`config.mk`:
```
export PLATFORM = sky130hd
export DESIGN_NAME = acc_cpu
export DESIGN_NICKNAME = d
export VERILOG_FILES = /design/src/rtl/acc_cpu_pkg.sv /design/src/rtl/acc_rst_sync.sv /design/src/rtl/acc_seq.sv /design/src/rtl/acc_alu.sv /design/src/rtl/acc_cpu.sv
export SDC_FILE = /design/constraint.sdc
export NUM_CORES = 1
export LEC_CHECK = 0
export ABC_AREA = 1
export CORE_MARGIN = 2
export CORE_UTILIZATION = 25
export DETAILED_ROUTE_END_ITERATION = 6
export MAX_ROUTING_LAYER = met4
export SLEW_MARGIN = 20
export SYNTH_ARGS = -nofsm -noshare
export SYNTH_HDL_FRONTEND = slang
export SYNTH_HIERARCHICAL = 1
export SYNTH_SLANG_ARGS = --single-unit
export TNS_END_PERCENT = 5
```
`constraint.sdc`:
```
create_clock -name clk -period 1.35 [get_ports clk]
set_input_delay 0.135 -clock clk [delete_from_list [all_inputs] [get_ports clk]]
set_output_delay 0.135 -clock clk [all_outputs]
set_load 0.02 [all_outputs]
```
`src/rtl/acc_cpu_pkg.sv`:
```
package acc_cpu_pkg;
  localparam int OPW = 3;

  typedef enum logic [OPW-1:0] {
    OP_LDA = 3'b000,
    OP_STA = 3'b001,
    OP_LDR = 3'b010,
    OP_JNZ = 3'b011,
    OP_ADD = 3'b100,
    OP_SUB = 3'b101,
    OP_IOR = 3'b110,
    OP_AND = 3'b111
  } opcode_e;

  typedef enum logic [1:0] {
    ST_F1  = 2'd0,
    ST_F2  = 2'd1,
    ST_DEC = 2'd2,
    ST_EXE = 2'd3
  } phase_e;
endpackage

```
`src/rtl/acc_rst_sync.sv`:
```
module acc_rst_sync #(
  parameter int STAGES = 2
) (
  input  logic clk,
  input  logic rst_n,
  output logic rst_q
);
  logic [STAGES-1:0] chain;

  always_ff @(posedge clk or negedge rst_n) begin
    if (!rst_n) chain <= '0;
    else        chain <= {chain[STAGES-2:0], 1'b1};
  end

  assign rst_q = chain[STAGES-1];
endmodule

```
`src/rtl/acc_seq.sv`:
```
module acc_seq
  import acc_cpu_pkg::*;
(
  input  logic   clk,
  input  logic   rst_n,
  output phase_e phase
);
  phase_e phase_d;

  always_comb begin
    unique case (phase)
      ST_F1:   phase_d = ST_F2;
      ST_F2:   phase_d = ST_DEC;
      ST_DEC:  phase_d = ST_EXE;
      default: phase_d = ST_F1;
    endcase
  end

  always_ff @(posedge clk or negedge rst_n) begin
    if (!rst_n) phase <= ST_F1;
    else        phase <= phase_d;
  end
endmodule

```
`src/rtl/acc_alu.sv`:
```
module acc_alu
  import acc_cpu_pkg::*;
#(
  parameter int DW = 7
) (
  input  opcode_e       op,
  input  logic [DW-1:0] a,
  input  logic [DW-1:0] b,
  output logic [DW-1:0] y
);
  always_comb begin
    unique case (op)
      OP_ADD:  y = a + b;
      OP_SUB:  y = a - b;
      OP_IOR:  y = a | b;
      OP_AND:  y = a & b;
      default: y = a;
    endcase
  end
endmodule

```
`src/rtl/acc_cpu.sv`:
```
module acc_cpu
  import acc_cpu_pkg::*;
#(
  parameter int AW = 4,
  localparam int DW = OPW + AW
) (
  input  logic          clk,
  input  logic          rst_n,
  output logic [AW-1:0] mem_addr,
  input  logic [DW-1:0] mem_rdata,
  output logic [DW-1:0] mem_wdata,
  output logic          mem_we
);
  logic          rst_q;
  phase_e        phase;
  logic [AW-1:0] pc, pc_d, ar, ar_d;
  logic [DW-1:0] dr, ac, ac_d, r_q, alu_y;
  opcode_e       ir;
  logic          pc_en, ar_en, dr_en, ir_en, ac_en, r_en;
  logic          in_exe, ac_nz;

  acc_rst_sync #(.STAGES(2)) u_rst (.clk(clk), .rst_n(rst_n), .rst_q(rst_q));
  acc_seq u_seq (.clk(clk), .rst_n(rst_q), .phase(phase));
  acc_alu #(.DW(DW)) u_alu (.op(ir), .a(ac), .b(r_q), .y(alu_y));

  assign in_exe = (phase == ST_EXE);
  assign ac_nz  = |ac;

  // Next-state and enable decode
  always_comb begin
    ar_en = (phase == ST_F1) || (phase == ST_DEC);
    ar_d  = (phase == ST_F1) ? pc : dr[AW-1:0];

    dr_en = (phase == ST_F2);
    ir_en = (phase == ST_DEC);

    pc_en = (phase == ST_F2) || (in_exe && ir == OP_JNZ && ac_nz);
    pc_d  = (phase == ST_F2) ? pc + 1'b1 : ar;

    ac_en = in_exe && (ir == OP_LDA || ir[OPW-1]);
    ac_d  = (ir == OP_LDA) ? mem_rdata : alu_y;

    r_en  = in_exe && (ir == OP_LDR);
  end

  // Register bank
  always_ff @(posedge clk or negedge rst_q) begin
    if (!rst_q) begin
      pc  <= '0;
      ar  <= '0;
      dr  <= '0;
      ir  <= OP_LDA;
      ac  <= '0;
      r_q <= '0;
    end else begin
      if (pc_en) pc  <= pc_d;
      if (ar_en) ar  <= ar_d;
      if (dr_en) dr  <= mem_rdata;
      if (ir_en) ir  <= opcode_e'(dr[DW-1:AW]);
      if (ac_en) ac  <= ac_d;
      if (r_en)  r_q <= mem_rdata;
    end
  end

  assign mem_addr  = ar;
  assign mem_wdata = ac;
  assign mem_we    = in_exe && (ir == OP_STA);
endmodule

```
==> impl_metrics.yaml, run 1 <==
floorplan:
  rows: 35
  die_h_um: 102
  die_area_um2: 10400
  io_pins: 21
  core_um2: 9284
  fp.dieW_um: 102
  initial_utilization_pct: 25.86
worst_setup_path:
  cp.depth: 16
  cp_slowest_cell: "dfrtp_1"
  cp-end-kind: "flop"
  startpoint_type: "flop"
  worst-path-max-fanout: 5
  critPathKind: "flop to flop"
  crit_chain: "inv_2, ha_4, a21oi_2, xor2_1, ha_1, a21oi_2, nand2_2, nand3_2, nand2_1, nand2_1, nand3_1, nand3_1, nand2_1, o21ai_1, inv_1, o21ai_2"
  crit_path_max_incr_delay_ps: 410
  crit_arrival_ps: 2460
  worst-path-buf-inv: 2
  reg2reg_depth: 16
  crit_family: "adder cells"
  cp_common_cell: "nand2_1"
  required_ps: 1580
synthesis:
  synth_seq_area_share_pct: 37.52
  synth_area_um2: 2401
  synth_cell_types: 31
  synthFlopType: "dfrtp_1"
  synth_top_family_by_area: "simple AND/OR/NAND/NOR gates"
  yosysWarnings: 6
  avgSynthCellArea_um2: 7.671
  synth.ff_latch_count: 36
  synth_simple_gate_area_share_pct: 29.13
  synth_compound_area_share_pct: 13.91
  synth_xor_area_share_pct: 2.189
  synth_edf_count: 0
  synth_async_sr_flop_share_pct: 100.0
  synthMuxAreaShare_pct: 0.4690
  syn_inst: 313
  syn-num-nets: 336
  synth_fa_ha_area_share_pct: 7.608
routing:
  drcViolationCount: 0
  firstDrtPassIters: 4
  via_count: 2184
  via_per_inst: 4.257
  drtIter0Drc: 95
  ant_nets: 0
  wl_per_cell_um: 11.91
  wirelength_mm: 6.112
layout:
  final_nets: 406
  drive_above_1_share_pct: 31.77
  n_antenna_cell: 0
  area_growth_pct: 38.25
pwr:
  total_power_uw: 4948
  ir_worst_vdd_uv: 647.7
  p_per_area_nw_per_um2: 1491
  p_leak_uw: 0.001662
clock_network:
  clock-sinks: 36
  h-tree-depth: 2
  clock_path_buffers: 2
  cts_tree: "built"
  numCtsBuffers: 5
  cts_root_buf: "clkbuf_8"
  clock_latency_ps: 300
  clk_pin_slew_worst_paths_ps: 80
sta:
  fin_skew_ps: 9.158
  fin_crit_sh_pct: 165.4
  max_freq_ghz: 0.4480
  setup_viol: 12
  period_needed_ps: 2232
  setup_ws_ps: -882.4
  rsz0062_at_grt: "true"
  slew_viol_final: 0
  finalHoldViolCount: 0
grt:
  grt_pass1_vias: 2161
  grt_overflow_total: 0
  grt_max_degree: 35
  grt_pass1_wl_mm: 10.66
  grt.total_usage_pct: 13.37
  antenna_found_initial: 0
run_status:
  status: "finished, violations left"
  failed_checks: "setup timing"
min_path:
  hp-class: "flop to asynchronous set/reset pin"
placement:
  dp_hpwl_mm: 4.523
  portBuffers: 20
  place_ws_ps: -965.0
  gp_congestion: 0.8916
flow_run:
  max_cap_viol_count: 0
cell families (layout without fill, tap and decap cells):
group           count (synthesis)  in the layout
simple gates                  156            156
compound gates                 50             50
buf+inv                        49            120
flops                          36             36
fa+ha+maj                      14             14
xor+xnor                        6              6
other cells                     1              1
mux                             1              1
final cells by class:
type | count | area, um^2
clock buffer | 7 | 86.33
clock inverter | 1 | 7.507
fill | 1010 | 5964
inverter | 43 | 161.4
multi-input combinational | 228 | 1423
sequential | 36 | 903.4
tap | 129 | 161.4
timing repair buffer | 69 | 576.8
stage by stage:
stage          hold slack [ps]  std cells  util, %  instance area, um^2  setup TNS (ps)
2_1_floorplan           -160.6        313        -                 2435           -3854
3_3_place_gp             293.8        500    33.36                 3097           -5862
3_5_place_dp             305.1        500    33.36                 3097           -6139
4_1_cts                  310.1        512    35.30                 3277           -5202
5_1_grt                  368.1        513    35.75                 3319           -7142
6_report                 278.7        513    35.75                 3319           -5279
per-layer routing:
| metal | global-route usage, % | vias to the layer above | routed length (um) |
|---|---|---|---|
| met5 | - | - | 0 |
| li1 | - | 1142 | - |
| met1 | 18.75 | 1001 | 3041 |
| met4 | 3.385 | 0 | 31 |
| met2 | 20.19 | 37 | 2796 |
| met3 | 2.120 | 4 | 242 |
sequential cells by signal, summed over array words and instances (netlist names):
name	count
ir	3
mem_wdata	7
u_rst/chain	2
mem_addr	4
u_seq/phase	2
r_q	7
pc	4
dr	7
where the power goes:
part / internal, uW / total, uW / switching [uW]
Sequential: 1270 / 1470 / 197
Clock: 415 / 831 / 416
Combinational: 1270 / 2650 / 1390
Total: 2950 / 4950 / 2000
worst paths after layout:
path,from,end,slack [ps]
max,r_q[1],mem_wdata[5],-880
min,u_rst/chain[1],dr[5],280
max reg2reg,r_q[1],mem_wdata[5],-880
min reg2reg,u_rst/chain[1],dr[5],280
max in group asynchronous,rst_n,u_rst/chain[0],700
min in group clk,u_rst/chain[0],u_rst/chain[1],360
synth_stat cells, types with 2 or more instances:
cell type  instances  area [um^2]
buf_6              4        45.04
ha_1              13        162.7
nand4_1            3        18.77
nand2_2            6        37.54
nand2_1           86        322.8
dfrtp_1           36        900.9
o21ai_0           12        60.06
nor2_2             2        12.51
nor3_1             2        10.01
nand3_1           28        140.1
nor2_1            21        78.83
a21oi_1            7        35.03
nand2_4            3        33.78
o211ai_1           3        22.52
buf_2              2        10.01
a31oi_1            2        12.51
xor2_1             4        35.03
o21ai_2           15        131.4
xnor2_1            2        17.52
inv_2              3        11.26
inv_1             40        150.1
nor2_4             2        22.52
o21ai_1            9        45.04
repair_timing:
item                                   CTS  global route
hold buffers                             1             0
pin swaps                                8             9
gates resized for setup                 35            14
setup buffers                            3             1
setup endpoints to repair               23            14
endpoints found under the hold margin    2             0
cells in the final DEF, fill, tap and decap left out, types with 2 or more instances in the layout:
cell type        synthesis  final
nand4_1                  3      3
clkbuf_8                 0      6
buf_12                   0      2
o211ai_1                 3      3
buf_4                    0     45
o21ai_1                  9      9
ha_4                     0      3
xnor2_1                  2      2
nand2_1                 86     81
nor3_2                   0      2
o21ai_0                 12     12
xor2_1                   4      3
nand3_1                 28     25
dlygate4sd2_1            0      7
dfrtp_1                 36     34
nand2_2                  6     11
inv_1                   40     36
ha_1                    13     10
nor2_1                  21     17
a21oi_1                  7      4
clkdlybuf4s50_1          0      9
buf_6                    4      2
a21oi_2                  0      2
inv_2                    3      7
clkbuf_2                 0      2
o21ai_2                 15     14
a31oi_1                  2      2
nor2_2                   2      3
nand2_4                  3      3
nand3_2                  1      4
nor2_4                   2      5
dfrtp_2                  0      2
No activity file was read; power rests on OpenSTA's default activity.
==> run 2: changes to the inputs <==
--- a/config.mk
+++ b/config.mk
@@ -6,8 +6,8 @@
 export NUM_CORES = 1
 export LEC_CHECK = 0
 export ABC_AREA = 1
-export CORE_MARGIN = 2
 export CORE_UTILIZATION = 25
+export CTS_CLUSTER_DIAMETER = 50
 export DETAILED_ROUTE_END_ITERATION = 6
 export MAX_ROUTING_LAYER = met4
 export SLEW_MARGIN = 20
==> run 2 against run 1 <==
Compared with the run above: the flow still finishes with violations (setup timing); clock power up 16%; clock-buffer cell count shrank 1; first-iteration DRC count rose by 11%; sequential share of layout area fell by 0.27 points; largest power group unchanged; critical path depth up 2; wire length decreased by 0.85%; die area down 3.9%; combinational power increased by 3%; register-to-register slack better by 20 ps.
==> impl_metrics.yaml, run 2 (synthesized netlist as in run 1, its figures left out) <==
worst_setup_path:
  crit_family: "simple AND/OR/NAND/NOR gates"
  crit_path_max_incr_delay_ps: 430
  critPathKind: "flop to flop"
  reg2reg_slack_ps: -860
  reg2reg_to: "mem_wdata[6]"
  startpoint_type: "flop"
  cp-end-kind: "flop"
  crit_chain: "nor3_2, inv_1, nand2_2, xor2_2, ha_4, nand2_2, nand2_2, nand2_1, nand2_1, nor2_2, inv_1, nand2_1, nand3_1, nand3_1, nand2_1, o21ai_1, inv_1, o21ai_2"
  required_ps: 1580
  reg2reg_depth: 18
  crit_arrival_ps: 2440
  cp_slowest_cell: "dfrtp_1"
  cp_common_cell: "nand2_1"
  reg2reg_from: "r_q[1]"
  worst-path-buf-inv: 3
  worst-path-max-fanout: 5
pwr:
  p_per_area_nw_per_um2: 1531
  total_power_uw: 5133
  p_leak_uw: 0.001666
  ir_worst_vdd_uv: 582.8
routing:
  via_count: 2228
  via_per_inst: 4.360
  firstDrtPassIters: 4
  ant_nets: 0
  wl_per_cell_um: 11.86
  drcViolationCount: 0
  wirelength_mm: 6.060
  drtIter0Drc: 105
run_status:
  status: "finished, violations left"
  failed_checks: "setup timing"
floorplan:
  die_h_um: 100
  io_pins: 21
  core_um2: 9284
  die_area_um2: 10000
  initial_utilization_pct: 25.86
  fp.dieW_um: 100
  rows: 35
sta:
  rsz0062_at_grt: "true"
  slew_viol_final: 0
  max_freq_ghz: 0.4521
  fin_crit_sh_pct: 163.8
  setup_viol: 11
  fin_skew_ps: 4.562
  whs_ps: 280.8
  period_needed_ps: 2212
  finalHoldViolCount: 0
  setup_ws_ps: -861.8
grt:
  antenna_found_initial: 0
  grt_pass1_vias: 2171
  grt_overflow_total: 0
  grt.total_usage_pct: 13.71
  grt_max_degree: 35
  grt_pass1_wl_mm: 10.37
clock_network:
  cts_tree: "built"
  clk_pin_slew_worst_paths_ps: 80
  clock_latency_ps: 290
  cts_root_buf: "clkbuf_8"
  h-tree-depth: 2
  clock-sinks: 36
  clock_path_buffers: 2
  numCtsBuffers: 5
layout:
  design_area_um2: 3353
  area_growth_pct: 39.66
  most-common-layout-cells: "79 x nand2_1, 44 x buf_4, 37 x inv_1"
  drive_above_1_share_pct: 32.46
  fillers: 994
  final_nets: 404
  layout_commonest_cell: "nand2_1"
  n_antenna_cell: 0
placement:
  gp_congestion: 0.8379
  placed_cell_area_um2: 3089
  portBuffers: 20
  place_ws_ps: -1014
  dp_hpwl_mm: 4.529
min_path:
  hp-class: "flop to asynchronous set/reset pin"
flow_run:
  max_cap_viol_count: 0
run 2: cell count changes in the layout (fill, tap and decap cells not counted), sizes merged:
cell / previous run / this run
clkdlybuf4s50: 9 / 8
clkbuf: 9 / 8
clkinv: 0 / 1
bufinv: 0 / 1
clkinvlp: 1 / 0
clkdlybuf4s15: 0 / 2
buf: 50 / 48
dlygate4sd2: 7 / 6
run 2: how the worst max path moves through the flow:
stage / from / to / cells past startpoint
final: r_q[1] / mem_wdata[6] / 18
after global routing: r_q[1] / mem_wdata[6] / 18
after CTS: r_q[1] / mem_wdata[6] / 18
after detailed placement: r_q[1] / mem_wdata[6] / 18
after global placement: r_q[1] / mem_wdata[6] / 18
after floorplan: ir[0] / mem_wdata[6] / 18
run 2: cell type report:
cell class	count	area [um^2]	area share, %
clock buffer	6	72.57	2.164
clock inverter	2	35.03	1.045
inverter	43	161.4	4.813
multi-input combinational	228	1460	43.54
sequential	36	903.4	26.94
tap	129	161.4	4.813
timing repair buffer	67	559.3	16.68
run 2: per-stage QoR:
stage	TNS, ps	utilization, %	instances
floorplan	-3854	-	313
finish	-4954	36.12	511
global route	-6255	36.12	511
detailed placement	-6197	33.27	499
global placement	-5888	33.27	499
CTS	-5273	35.54	510
run 2: metal layers:
layer  wire, um  GRT usage (%)  part of all wire [%]  vias to the layer above
met5          0              -                     0                        -
met4         82          4.348                   1.4                        0
met3        277          2.298                   4.6                        7
met2       2747          21.33                    45                       41
met1       2952          18.27                    49                     1037
li1           -              -                     -                     1143
run 2: worst register-to-register path, delay by kind of cell (launching register included):
kind | cells | cell delay (ps)
buffers and inverters | 3 | 170
xor gates and xnor gates | 1 | 200
AOI/OAI and AO/OA | 2 | 180
DFF | 1 | 430
and+or+nand+nor | 11 | 890
adders and majority gates | 1 | 250
run 2: what timing repair did:
item,CTS,global route
hold buffers,1,0
resized for setup,41,15
buffers inserted,2,1
setup endpoints to repair,23,16
cloned,0,0
hold endpoints to repair,2,0
pin swaps,8,13
run 2: report_power, final:
group,switching [uW],internal [uW]
Combinational,1410,1310
Sequential,187,1270
Clock,413,548
